$ cat config.mk
export PLATFORM = sky130hd
export DESIGN_NAME = i2c_subaddr_regfile
export DESIGN_NICKNAME = d
export VERILOG_FILES = /design/src/rtl/i2cw_pkg.sv /design/src/rtl/i2cw_sync.sv /design/src/rtl/i2cw_bitphy.sv /design/src/rtl/i2cw_ctrl.sv /design/src/rtl/i2cw_regbank.sv /design/src/rtl/i2c_subaddr_regfile.sv
export SDC_FILE = /design/constraint.sdc
export NUM_CORES = 1
export LEC_CHECK = 0
export BUFFER_PORTS_ARGS = -buffer_cell sky130_fd_sc_hd__clkbuf_2
export CORE_MARGIN = 4
export CORE_UTILIZATION = 40
export CTS_CLUSTER_SIZE = 25
export DETAILED_ROUTE_END_ITERATION = 8
export GPL_ROUTABILITY_DRIVEN = 0
export SLEW_MARGIN = 40
export SYNTH_ARGS = -nofsm -noshare
export SYNTH_HDL_FRONTEND = slang
export SYNTH_SLANG_ARGS = --single-unit
$ cat constraint.sdc
create_clock -name clk -period 2.6 [get_ports clk]
set_input_delay 0 -clock clk [delete_from_list [all_inputs] [get_ports clk]]
set_output_delay 0 -clock clk [all_outputs]
set_load 0.01 [all_outputs]
$ cat src/rtl/i2cw_pkg.sv
package i2cw_pkg;
   typedef enum logic [2:0] {
      ST_IDLE,
      ST_ADDR,
      ST_SUB1,
      ST_SUB,
      ST_DATA,
      ST_SKIP
   } link_state_t;
endpackage

$ cat src/rtl/i2cw_sync.sv
module i2cw_sync #(
   parameter int STAGES = 2,
   parameter int W      = 2
) (
   input  logic         clk,
   input  logic         rst_n,
   input  logic [W-1:0] d,
   output logic [W-1:0] q
);
   if (STAGES < 2) begin : g_bad_stages
      $error("i2cw_sync needs at least two stages");
   end

   logic [STAGES-1:0][W-1:0] chain;

   always_ff @(posedge clk or negedge rst_n) begin
      if (!rst_n) chain <= '1;
      else        chain <= {chain[STAGES-2:0], d};
   end

   assign q = chain[STAGES-1];
endmodule

$ cat src/rtl/i2cw_bitphy.sv
module i2cw_bitphy (
   input  logic       clk,
   input  logic       rst_n,
   input  logic       scl,
   input  logic       sda,
   input  logic       ack_req,
   output logic       start_p,
   output logic       stop_p,
   output logic       byte_p,
   output logic [7:0] byte_o,
   output logic       sda_low_o
);
   logic       scl_q, sda_q;
   logic       scl_rise, scl_fall, start_c, stop_c;
   logic [3:0] bit_cnt;
   logic       in_ack, active;
   logic [7:0] shreg;

   assign scl_rise = scl & ~scl_q;
   assign scl_fall = ~scl & scl_q;
   assign start_c  = scl & scl_q & sda_q & ~sda;
   assign stop_c   = scl & scl_q & ~sda_q & sda;

   always_ff @(posedge clk or negedge rst_n) begin
      if (!rst_n) begin
         scl_q     <= 1'b1;
         sda_q     <= 1'b1;
         start_p   <= 1'b0;
         stop_p    <= 1'b0;
         byte_p    <= 1'b0;
         bit_cnt   <= '0;
         in_ack    <= 1'b0;
         active    <= 1'b0;
         shreg     <= '0;
         sda_low_o <= 1'b0;
      end else begin
         scl_q   <= scl;
         sda_q   <= sda;
         start_p <= start_c;
         stop_p  <= stop_c;
         byte_p  <= 1'b0;
         if (start_c || stop_c) begin
            bit_cnt   <= '0;
            in_ack    <= 1'b0;
            sda_low_o <= 1'b0;
            active    <= start_c;
         end else if (active) begin
            if (scl_rise && !in_ack && bit_cnt < 4'd8) begin
               shreg   <= {shreg[6:0], sda};
               bit_cnt <= bit_cnt + 4'd1;
               if (bit_cnt == 4'd7) byte_p <= 1'b1;
            end else if (scl_fall && bit_cnt == 4'd8) begin
               if (!in_ack) begin
                  in_ack    <= 1'b1;
                  sda_low_o <= ack_req;
               end else begin
                  in_ack    <= 1'b0;
                  sda_low_o <= 1'b0;
                  bit_cnt   <= '0;
               end
            end
         end
      end
   end

   assign byte_o = shreg;

   AST_ACK_STARTS_SCL_LOW: assert property (@(posedge clk) disable iff (!rst_n)
      $rose(sda_low_o) |-> !scl);
   AST_ACK_ENDS_ON_EVENT: assert property (@(posedge clk) disable iff (!rst_n)
      $fell(sda_low_o) |-> ($past(scl_fall) || $past(start_c) || $past(stop_c)));
endmodule

$ cat src/rtl/i2cw_ctrl.sv
module i2cw_ctrl
   import i2cw_pkg::*;
#(
   parameter logic [6:0] SLAVE_ADDR = 7'h5A
) (
   input  logic       clk,
   input  logic       rst_n,
   input  logic       start_p,
   input  logic       stop_p,
   input  logic       byte_p,
   input  logic [7:0] byte_i,
   output logic       ack_req,
   output logic       wr_en,
   output logic [7:0] wr_addr,
   output logic [7:0] wr_data
);
   link_state_t state;
   logic [7:0]  ptr;
   logic        burst;

   always_ff @(posedge clk or negedge rst_n) begin
      if (!rst_n) begin
         state   <= ST_IDLE;
         ptr     <= '0;
         burst   <= 1'b0;
         ack_req <= 1'b0;
         wr_en   <= 1'b0;
         wr_addr <= '0;
         wr_data <= '0;
      end else begin
         wr_en <= 1'b0;
         if (start_p) begin
            state   <= ST_ADDR;
            ack_req <= 1'b0;
         end else if (stop_p) begin
            state   <= ST_IDLE;
            ack_req <= 1'b0;
         end else if (byte_p) begin
            unique case (state)
               ST_ADDR: begin
                  if (byte_i[7:1] == SLAVE_ADDR && !byte_i[0]) begin
                     state   <= ST_SUB1;
                     ack_req <= 1'b1;
                  end else begin
                     state   <= ST_SKIP;
                     ack_req <= 1'b0;
                  end
               end
               ST_SUB1: begin
                  burst   <= byte_i[7];
                  ptr     <= {1'b0, byte_i[6:0]};
                  state   <= ST_DATA;
                  ack_req <= 1'b1;
               end
               ST_SUB: begin
                  ptr     <= {1'b0, byte_i[6:0]};
                  state   <= ST_DATA;
                  ack_req <= 1'b1;
               end
               ST_DATA: begin
                  wr_en   <= 1'b1;
                  wr_addr <= ptr;
                  wr_data <= byte_i;
                  ack_req <= 1'b1;
                  if (burst) ptr   <= ptr + 8'd1;
                  else       state <= ST_SUB;
               end
               default: ack_req <= 1'b0;
            endcase
         end
      end
   end

   AST_SKIP_NO_WRITE: assert property (@(posedge clk) disable iff (!rst_n)
      (state == ST_SKIP) |=> !wr_en);
   AST_BURST_STEP: assert property (@(posedge clk) disable iff (!rst_n)
      (byte_p && !start_p && !stop_p && state == ST_DATA && burst) |=> (ptr == $past(ptr) + 8'd1));
   AST_ALT_BACK_TO_SUB: assert property (@(posedge clk) disable iff (!rst_n)
      (byte_p && !start_p && !stop_p && state == ST_DATA && !burst) |=> (state == ST_SUB));
   AST_STOP_IDLE: assert property (@(posedge clk) disable iff (!rst_n)
      (stop_p && !start_p) |=> (state == ST_IDLE));
endmodule

$ cat src/rtl/i2cw_regbank.sv
module i2cw_regbank #(
   parameter int BASE = 'h40,
   parameter int NREG = 23
) (
   input  logic              clk,
   input  logic              rst_n,
   input  logic              wr_en,
   input  logic [7:0]        wr_addr,
   input  logic [7:0]        wr_data,
   output logic [NREG*8-1:0] regs_o
);
   logic [NREG-1:0] hit;

   for (genvar i = 0; i < NREG; i++) begin : g_dec
      assign hit[i] = wr_en && (int'(wr_addr) == BASE + i);
   end

   always_ff @(posedge clk or negedge rst_n) begin
      if (!rst_n) begin
         regs_o <= '0;
      end else begin
         for (int i = 0; i < NREG; i++) begin
            if (hit[i]) regs_o[i*8 +: 8] <= wr_data;
         end
      end
   end

   AST_OOR_DISCARD: assert property (@(posedge clk) disable iff (!rst_n)
      (wr_en && ((int'(wr_addr) < BASE) || (int'(wr_addr) >= BASE + NREG))) |=> $stable(regs_o));
   AST_ONE_HIT: assert property (@(posedge clk) disable iff (!rst_n)
      $onehot0(hit));
endmodule

$ cat src/rtl/i2c_subaddr_regfile.sv
module i2c_subaddr_regfile #(
   parameter logic [6:0] SLAVE_ADDR  = 7'h5A,
   parameter int         BASE        = 'h40,
   parameter int         NREG        = 23,
   parameter int         SW_REG      = 'h4D,
   parameter int         SW_BIT      = 6,
   parameter int         SYNC_STAGES = 2
) (
   input  logic              clk,
   input  logic              rst_n,
   input  logic              scl_i,
   input  logic              sda_i,
   output logic              sda_low_o,
   output logic              sw_ctrl_o,
   output logic [NREG*8-1:0] regs_o
);
   localparam int SW_IDX = (SW_REG - BASE) * 8 + SW_BIT;

   if (NREG < 1 || BASE < 0 || BASE + NREG > 128) begin : g_bad_range
      $error("register window must lie inside 0x00..0x7F");
   end
   if (SW_REG < BASE || SW_REG >= BASE + NREG || SW_BIT < 0 || SW_BIT > 7) begin : g_bad_sw
      $error("switch bit must lie inside the register window");
   end
   if (SYNC_STAGES < 2) begin : g_bad_sync
      $error("at least two synchroniser stages are required");
   end

   logic [1:0] bus_s;
   logic       start_p, stop_p, byte_p, ack_req, wr_en;
   logic [7:0] byte_v, wr_addr, wr_data;

   i2cw_sync #(.STAGES(SYNC_STAGES), .W(2)) u_sync (
      .clk(clk), .rst_n(rst_n), .d({scl_i, sda_i}), .q(bus_s)
   );

   i2cw_bitphy u_phy (
      .clk(clk), .rst_n(rst_n), .scl(bus_s[1]), .sda(bus_s[0]),
      .ack_req(ack_req), .start_p(start_p), .stop_p(stop_p),
      .byte_p(byte_p), .byte_o(byte_v), .sda_low_o(sda_low_o)
   );

   i2cw_ctrl #(.SLAVE_ADDR(SLAVE_ADDR)) u_ctrl (
      .clk(clk), .rst_n(rst_n), .start_p(start_p), .stop_p(stop_p),
      .byte_p(byte_p), .byte_i(byte_v), .ack_req(ack_req),
      .wr_en(wr_en), .wr_addr(wr_addr), .wr_data(wr_data)
   );

   i2cw_regbank #(.BASE(BASE), .NREG(NREG)) u_bank (
      .clk(clk), .rst_n(rst_n), .wr_en(wr_en), .wr_addr(wr_addr),
      .wr_data(wr_data), .regs_o(regs_o)
   );

   assign sw_ctrl_o = regs_o[SW_IDX];

   AST_SW_FROM_WRITE: assert property (@(posedge clk) disable iff (!rst_n)
      !$stable(sw_ctrl_o) |-> $past(wr_en && int'(wr_addr) == SW_REG));
endmodule

==> results of run 1 <==
==> flip-flops by register name, indices dropped and copies added (netlist names), 2 cells and up <==
name / flops
u_sync.chain: 2
u_ctrl.ptr: 8
u_bank.regs_o: 184
u_sync.q: 2
u_ctrl.wr_addr: 8
u_phy.bit_cnt: 4
u_phy.byte_o: 8
u_ctrl.wr_data: 8
u_ctrl.state: 3
==> where the power goes <==
group	switching (W)	total, W	internal [W]
Combinational	0.000152	0.000289	0.000137
Sequential	0.000108	0.00390	0.00379
Clock	0.00146	0.00376	0.00229
Total	0.00172	0.00795	0.00622
==> critical path: stages (launching register included) <==
cell,delay [ps]
dfrtp_1,390
nand3b_1,240
nor4_1,640
nand3_1,480
mux2_2,410
==> cell type report <==
class / instances / area share
timing repair buffer: 207 / 0.0974
clock buffer: 36 / 0.0670
clock inverter: 11 / 0.00989
multi-input combinational: 355 / 0.277
sequential: 238 / 0.513
tap: 313 / 0.0336
inverter: 6 / 0.00193
==> cell usage in the layout, fill, tap and decap left out, types with 7 or more instances in the layout <==
| cell | n |
|---|---|
| a21oi_1 | 8 |
| buf_4 | 12 |
| clkbuf_16 | 27 |
| clkbuf_2 | 188 |
| clkbuf_8 | 7 |
| clkinv_2 | 7 |
| dfrtp_1 | 225 |
| dfrtp_2 | 7 |
| mux2_1 | 8 |
| mux2_2 | 201 |
| nand2_1 | 27 |
| nand2b_1 | 8 |
| nor2_1 | 20 |
| o21ai_0 | 19 |
==> per-layer routing <==
metal  up-vias  wire (um)  GRT usage
li1       2650          -          -
met1      3092      10800      0.257
met2       161      10800      0.284
met3        30       1460     0.0464
met4         0        346     0.0326
met5         -          0          0
==> per-stage QoR <==
stage,instances,cell area [um^2],hold WS [ps]
after floorplan,631,9340,-296
after global placement,1114,10700,89.8
after detailed placement,1114,10700,90.5
after CTS,1164,11600,89.1
after global routing,1166,11600,108
final,1166,11600,113
==> final timing paths <==
check,slack (ps),end,from
worst max-delay path,310,u_bank.regs_o[60],u_ctrl.wr_addr[7]
worst min-delay path,110,u_sync.chain[1],scl_i
worst max register to register,310,u_bank.regs_o[60],u_ctrl.wr_addr[7]
worst min register to register,350,u_sync.q[1],u_sync.chain[1]
max in group asynchronous,1060,u_ctrl.ptr[7],rst_n
min in group asynchronous,510,u_bank.regs_o[68],rst_n
==> logic make-up (layout without fill, tap and decap cells) <==
group | Yosys count | in the layout | synth area share
compound gates | 40 | 40 | 0.0263
xor+xnor | 1 | 1 | 0.000938
fa+ha+maj | 3 | 3 | 0.00402
buf+inv | 38 | 260 | 0.0162
flops | 238 | 238 | 0.638
mux | 213 | 213 | 0.256
simple gates | 98 | 98 | 0.0580
==> summary.md, run 1 <==
| Metric | Value |
|---|---|
| Filler cells | `1,964` |
| Max-cap violations | `0` |
| Drt first-iter violations | `260` |
| Routed WL | `23,400 um` |
| Synthesized area | `9340 um^2` |
| Antenna diodes | `0` |
| Worst Hold Class | `in -> reg` |
| FMAX | `437 MHz` |
| Power density over the cells | `682 nW/um^2` |
| IO Port Bufs | `189` |
| Highest ir drop seen on vdd | `0.407 mV` |
| All-layer global routing usage | `0.180` |
| Clock Skew | `10.1 ps` |
| Worst Setup Start Kind | `flip-flop` |
| Number of synthesized flops with an enable pin | `0` |
| Util after Layout | `0.511` |
| Worst path arrival time | `2680 ps` |
| Register bit count reported by yosys | `238` |
| Post_cts resized | `0` |
| Rows | `55` |
| Fin. Hold Viols | `0` |
| Root Driver | `clkbuf_16` |
| RSZ-0062 raised after global routing | `no` |
| Clk slew on worst S/H paths | `60 ps` |
| Final setup viols | `0` |
| Post-synthesis async set-or-reset flop share | `1.00` |
| Worst-skew pair later-pin latency | `520 ps` |
| Final nets | `841` |
| TritonCTS clock tree | `done` |
| Post-DP HPWL | `15,800 um` |
| Vias per inst | `5.09` |
| Layout cells sized above 1 | `0.549` |
| Critical path class | `reg -> reg` |
| Crit share post-route | `0.881` |
| Syn_nets | `638` |
| Die width | `161 um` |
| Data required, critical path | `2990 ps` |
| Vias | `5,933` |
| Clock tree buffer depth | `3` |
| Max-slew headroom | `0.517` |
| Mean Syn Cell Area | `14.8 um^2` |
| Hold_buf cts | `3` |
| Leak Pwr | `6.21 nW` |
| Core Area | `22,800 um^2` |
| WL/cell | `20.1 um` |
| Post-synth top area share | `0.621` |
| Setup crit end kind | `flip-flop` |
| Io pins | `190` |
| Die Span Y | `161 um` |
| CTS buffer count | `26` |
| Synth Flop Type | `dfrtp_1` |
| Overall power | `0.00795 W` |
| Synth-to-Final Area Change | `24.6%` |
| Initial Util | `0.410` |
| Synth area leader | `dfrtp_1` |
| Footprint of the multi-input gates | `3230 um^2` |
| Postcts setup bufs | `0` |
| Vias in the first global route | `6,221` |
| Max-slew violations | `0` |
| Outcome | `completed` |
| Most common cell in the netlist | `dfrtp_1` |
| Top cells by area, synth | `dfrtp_1, mux2_2, dfstp_2, clkbuf_1, nand2_1` |
| Die Footprint | `25,900 um^2` |
| Gate count after technology mapping | `631` |
| Residual DRC count | `0` |
| Fin Setup TNS | `0 ps` |
| DRT Pass-1 Iters | `4` |
| First-pass GRT wire length | `37,200 um` |
| Synth cell count leaders | `dfrtp_1, mux2_2, clkbuf_1, nand2_1, nor2_1` |
| Initial antenna violation count | `0` |
| Storage element area | `5970 um^2` |
| Library cells used by synthesis | `50` |
| Htree depth | `1` |
| CTS sink cnt | `238` |
| PnR worst setup slack | `310 ps` |
| Measured slew at the worst slew-check pin | `717 ps` |
| Final Critical Period | `2290 ps` |
| Synth warnings | `0` |
| Antenna Nets Post-Route | `0` |
| Pre-CTS WS | `370 ps` |
| Sequential share of the synthesized area | `0.638` |
| Max FO, Critical Path | `8` |
| Largest net degree at the start of global routing | `107` |
| Worst R2R Path Depth | `4` |
| Hold path depth | `2` |
| Remaining Overflow, GRT | `0` |
Power figures use the tool's default switching activity.
==> inputs of run 2 (changes only) <==
BUFFER_PORTS_ARGS = -buffer_cell sky130_fd_sc_hd__buf_2   (was -buffer_cell sky130_fd_sc_hd__clkbuf_2)
==> run 2 against run 1 <==
Clock power grew 1%. Via count is 0.56% higher. Clock skew down 2.2 ps. Utilization is 0.18 points lower. Critical endpoint unchanged. Sequential power about the same. Final cell count decreased by 0.26%. Count of clock-buffer cells in the layout decreased by 5. Non-clock buffer count down 2. Combinational power is 3% lower. Worst setup slack improved by 130 ps. Flip-flop and latch count is the same.
==> summary.md, run 2 (synthesis results as in run 1) <==
| Metric | Value |
|---|---|
| Register with the most flip-flops | `u_bank.regs_o` |
| Critical path class | `reg -> reg` |
| Worst path arrival time | `2570 ps (-110 ps)` |
| First-pass GRT wire length | `36,300 um (-2.3%)` |
| Leak Pwr | `6.36 nW (+2.3%)` |
| Final setup viols | `0 (unchanged)` |
| CTS sink cnt | `238 (unchanged)` |
| Clock tree buffer depth | `3 (unchanged)` |
| Outcome | `completed` |
| Die width | `161 um (unchanged)` |
| Power share of the clock group | `0.477 (+0.004)` |
| Fin area | `11,600 um^2 (-0.34%)` |
| Io pins | `190 (unchanged)` |
| CTS buffer count | `25 (-3.8%)` |
| Postcts setup bufs | `0 (unchanged)` |
| Reg power frac | `0.488 (-0.003)` |
| Vias | `5,966 (+0.56%)` |
| Sw Ratio | `0.216 (-0.00105)` |
| Cell-internal power | `0.00626 W (+0.65%)` |
| Post-DP Area | `10,700 um^2 (unchanged)` |
| Max-cap violations | `0 (unchanged)` |
| Fin cells | `1,163 (-0.26%)` |
| Worst-skew pair later-pin latency | `530 ps (about the same)` |
| Max-slew violations | `0 (unchanged)` |
| Die Span Y | `161 um (unchanged)` |
| Htree depth | `1 (unchanged)` |
| Setup crit end kind | `flip-flop` |
| IO Port Bufs | `189 (unchanged)` |
| Antenna diodes | `0 (unchanged)` |
| Net Switching | `0.00172 W (about the same)` |
| Core Area | `22,800 um^2 (unchanged)` |
| All-layer global routing usage | `0.176 (-0.00401)` |
| Remaining Overflow, GRT | `0 (unchanged)` |
| Most frequent cells in the layout | `dfrtp_1, mux2_2, buf_2, nand2_1, clkbuf_16` |
| Data required, critical path | `3010 ps (+20 ps)` |
| Post-DP HPWL | `15,700 um (-0.38%)` |
| Fin Setup TNS | `0 ps (unchanged)` |
| Routed WL | `23,100 um (-1.5%)` |
| Max reg flops | `184 (unchanged)` |
| Final nets | `838 (-0.36%)` |
| Largest net degree at the start of global routing | `97 (-9.3%)` |
| Final Critical Period | `2160 ps (-133 ps)` |
| Comb pwr share | `0.035 (about the same)` |
| Highest ir drop seen on vdd | `0.374 mV (-8.2%)` |
| Commonest non-fill, non-tap cell in the layout | `dfrtp_1` |
| Synth-to-Final Area Change | `24.2%` |
| Clk slew on worst S/H paths | `60 ps (about the same)` |
| Initial Util | `0.410 (unchanged)` |
| Vias per inst | `5.13 (+0.82%)` |
| Drt first-iter violations | `280 (+7.7%)` |
| TritonCTS clock tree | `done` |
| Layout cells sized above 1 | `0.546 (-0.00277)` |
| Vias in the first global route | `6,228 (+0.11%)` |
| Residual DRC count | `0 (unchanged)` |
| Crit share post-route | `0.830 (-0.0512)` |
| Fin. Hold Viols | `0 (unchanged)` |
| Power density over the cells | `688 nW/um^2 (+0.87%)` |
| Max FO, Critical Path | `8 (unchanged)` |
| Rows | `55 (unchanged)` |
| Antenna Nets Post-Route | `0 (unchanged)` |
| Measured slew at the worst slew-check pin | `732 ps (+14.5 ps)` |
| Max-slew headroom | `0.512 (-0.00526)` |
| Root Driver | `clkbuf_16` |
| Die Footprint | `25,900 um^2 (unchanged)` |
| Initial antenna violation count | `0 (unchanged)` |
| DRT Pass-1 Iters | `4 (unchanged)` |
| RSZ-0062 raised after global routing | `no` |
| Worst Hold Class | `in -> async` |
| WL/cell | `19.8 um (-1.2%)` |
| FMAX | `464 MHz (+6.2%)` |
| Clock Skew | `7.95 ps (-2.18 ps)` |
| Worst Setup Start Kind | `flip-flop` |
| Placed Instances | `1,114 (unchanged)` |
[run 2: critical path: stages, from the launching register on]
cell and delay [ps]:
dfrtp_1 390, nand3b_1 230, nor4_1 560, nand3_1 450, mux2_2 400
[run 2: per-stage QoR]
stage / utilization / power (W) / setup WS, ps / hold WS (ps)
6_report: 0.509 / 0.00799 / 443 / 92.0
5_1_grt: 0.509 / 0.00831 / 253 / 120
4_1_cts: 0.509 / 0.00810 / 435 / 82.6
3_5_place_dp: 0.469 / 0.00425 / 438 / 80.4
3_3_place_gp: 0.468 / 0.00422 / 471 / 70.3
2_1_floorplan: - / 0.00410 / 696 / -296
[run 2: repair_timing]
action	CTS	global route
hold buffers	3	0
gates resized for setup	0	0
hold endpoints to repair	93	0
[run 2: path summary, 6_finish.rpt]
kind / startpoint / end / slack (ps) / cells after the start
max: u_ctrl.wr_addr[7] / u_bank.regs_o[60] / 440 / 4
max in group asynchronous: rst_n / u_phy.scl_q / 1660 / 3
min reg2reg: u_sync.chain[0] / u_sync.q[0] / 360 / 0
min in group clk: scl_i / u_sync.chain[1] / 110 / 2
max reg2reg: u_ctrl.wr_addr[7] / u_bank.regs_o[60] / 440 / 4
min: rst_n / u_bank.regs_o[147] / 90 / 2
[run 2: area by class of cell]
cell class | count | area, um^2
multi-input cells | 355 | 3230
clock buffers | 31 | 668
flip-flops and latches | 238 | 5970
clock inverters | 15 | 224
well taps | 313 | 392
inverters | 6 | 22.5
repair buffers | 205 | 1100
fillers | 1961 | 11200
[run 2: power by group through the flow]
stage	Clock (W)	Combinational (W)	Sequential, W
6_report	0.00381	0.000281	0.00389
5_1_grt	0.00408	0.000322	0.00391
4_1_cts	0.00392	0.000290	0.00389
3_5_place_dp	0	0.000285	0.00396
3_3_place_gp	0	0.000264	0.00396
2_1_floorplan	0	0.000176	0.00392
[run 2: routing by layer]
metal,track usage,vias up,wire [um]
met1,0.244,3095,10500
met5,0,-,0
met4,0.0407,0,396
met3,0.0482,32,1690
li1,-,2651,-
met2,0.279,188,10500
==> inputs of run 3 (changes only) <==
clock period = 2.19 ns   (was 2.6 ns; I/O delays follow)
==> run 3 against run 2 <==
Largest cell class unchanged. Critical path type unchanged. Cell area grew 0.92%. Sequential share of layout area shrank 0.47 points. Highest routed layer unchanged. Largest power group unchanged. Die area unchanged. Combinational power up 20%.
==> summary.md, run 3 (synthesis results as in run 1) <==
| Metric | Value |
|---|---|
| CTS sink cnt | `238 (unchanged)` |
| RSZ-0062 raised after global routing | `no` |
| Vias in the first global route | `6,244 (+0.26%)` |
| Max FO, Critical Path | `8 (unchanged)` |
| Antenna diodes | `0 (unchanged)` |
| Worst Setup Start Kind | `flip-flop` |
| Util after Layout | `0.514 (+0.00467)` |
| Die Footprint | `25,900 um^2 (unchanged)` |
| Die width | `161 um (unchanged)` |
| FMAX | `488 MHz (+5.3%)` |
| Highest ir drop seen on vdd | `0.481 mV (+29%)` |
| Post-DP HPWL | `15,300 um (-2.7%)` |
| Setup crit end kind | `flip-flop` |
| Drt first-iter violations | `217 (-23%)` |
| Die Span Y | `161 um (unchanged)` |
| Max-slew violations | `0 (unchanged)` |
| First-pass GRT wire length | `35,600 um (-1.9%)` |
| Htree depth | `1 (unchanged)` |
| Register with the most flip-flops | `u_bank.regs_o` |
| All-layer global routing usage | `0.171 (-0.00479)` |
| Critical path class | `reg -> reg` |
| CTS buffer count | `26 (+4.0%)` |
| TritonCTS clock tree | `done` |
| Clk slew on worst S/H paths | `60 ps (about the same)` |
| Fin cells | `1,169 (+0.52%)` |
| Vias per inst | `5.04 (-1.8%)` |
| Hold Slack | `50.5 ps (-41.5 ps)` |
| Clock Skew | `6.92 ps (-1.03 ps)` |
| Commonest non-fill, non-tap cell in the layout | `dfrtp_1` |
| Outcome | `completed` |
| Vias | `5,890 (-1.3%)` |
| IO Port Bufs | `189 (unchanged)` |
| Placed Instances | `1,118 (+0.36%)` |
| Largest net degree at the start of global routing | `79 (-19%)` |
| WL/cell | `19.3 um (-2.7%)` |
| Final nets | `843 (+0.60%)` |
| Antenna Nets Post-Route | `0 (unchanged)` |
| Worst Hold Class | `in -> async` |
| Max reg flops | `184 (unchanged)` |
| Fin Setup TNS | `0 ps (unchanged)` |
| Fin. Hold Viols | `0 (unchanged)` |
| Worst path arrival time | `2440 ps (-130 ps)` |
| Routed WL | `22,600 um (-2.2%)` |
| Overall power | `0.00959 W (+20%)` |
| Final Critical Period | `2050 ps (-108 ps)` |
| Residual DRC count | `0 (unchanged)` |
| Max-slew headroom | `0.589 (+0.0771)` |
| Crit share post-route | `0.935 (+0.106)` |
| Root Driver | `clkbuf_16` |
| Initial antenna violation count | `0 (unchanged)` |
| Clock tree buffer depth | `3 (unchanged)` |
| Io pins | `190 (unchanged)` |
| Filler cells | `1,971 (+0.51%)` |
| Footprint of the multi-input gates | `3230 um^2 (+0.16%)` |
| Final setup viols | `0 (unchanged)` |
| Rows | `55 (unchanged)` |
| Measured slew at the worst slew-check pin | `616 ps (-116 ps)` |
| Worst-skew pair later-pin latency | `510 ps (-20 ps)` |
| Synth-to-Final Area Change | `25.3%` |
| Leak Pwr | `6.41 nW (+0.88%)` |
| Most frequent cells in the layout | `dfrtp_1, mux2_2, buf_2, nand2_1, clkbuf_16` |
| DRT Pass-1 Iters | `4 (unchanged)` |
| Data required, critical path | `2580 ps (-430 ps)` |
| Initial Util | `0.410 (unchanged)` |
| Postcts setup bufs | `0 (unchanged)` |
| Layout cells sized above 1 | `0.554 (+0.00786)` |
| Max-cap violations | `0 (unchanged)` |
| Core Area | `22,800 um^2 (unchanged)` |
| Power density over the cells | `819 nW/um^2 (+19%)` |
| Storage element area | `5970 um^2 (unchanged)` |
| Remaining Overflow, GRT | `0 (unchanged)` |
-- run 3: final timing paths --
check / cells after the start / slack, ps / end / startpoint
min in group clk: 2 / 130 / u_sync.chain[0] / sda_i
setup reg to reg: 4 / 140 / u_bank.regs_o[170] / u_ctrl.wr_addr[7]
max in group asynchronous: 3 / 1350 / u_bank.regs_o[76] / rst_n
hold / removal: 2 / 50 / u_bank.regs_o[83] / rst_n
hold reg to reg: 0 / 360 / u_sync.q[0] / u_sync.chain[0]
setup / recovery: 4 / 140 / u_bank.regs_o[170] / u_ctrl.wr_addr[7]
-- run 3: cell type report --
| type | instances | area share |
|---|---|---|
| clock inverters | 15 | 0.0162 |
| flip-flops and latches | 238 | 0.510 |
| well taps | 313 | 0.0335 |
| multi-input cells | 355 | 0.276 |
| clock buffers | 33 | 0.0639 |
| repair buffers | 209 | 0.0983 |
| inverters | 6 | 0.00192 |
-- run 3: power breakdown --
group	total (W)	leakage, nW	switching (W)	internal (W)
combinational	0.000337	2.68	0.000179	0.000158
sequential	0.00463	3.28	0.000132	0.00450
clock	0.00462	0.459	0.00173	0.00289
-- run 3: critical path: stages (launching register included) --
cell and delay [ps]:
dfrtp_1 380, nand3b_1 250, or3_1 480, nor2_2 420
mux2_2 400
-- run 3: metrics by stage --
| stage | setup slack [ps] | instance area [um^2] |
|---|---|---|
| floorplan | 286 | 9340 |
| global placement | 177 | 10700 |
| detailed placement | 103 | 10700 |
| CTS | 74.8 | 11700 |
| global route | 10.7 | 11700 |
| finish | 141 | 11700 |
-- run 3: repair_timing --
| item | in CTS | in global routing |
|---|---|---|
| resized for setup | 0 | 1 |
| endpoints found under the setup margin | 0 | 8 |
| hold buffers | 3 | 0 |
| endpoints found under the hold margin | 191 | 0 |
-- run 3: metal layers --
| metal | global-route usage | wire length [um] | vias up |
|---|---|---|---|
| met5 | 0 | 0 | - |
| met2 | 0.275 | 10300 | 179 |
| li1 | - | - | 2654 |
| met1 | 0.236 | 10200 | 3026 |
| met4 | 0.0388 | 481 | 0 |
| met3 | 0.0454 | 1560 | 31 |
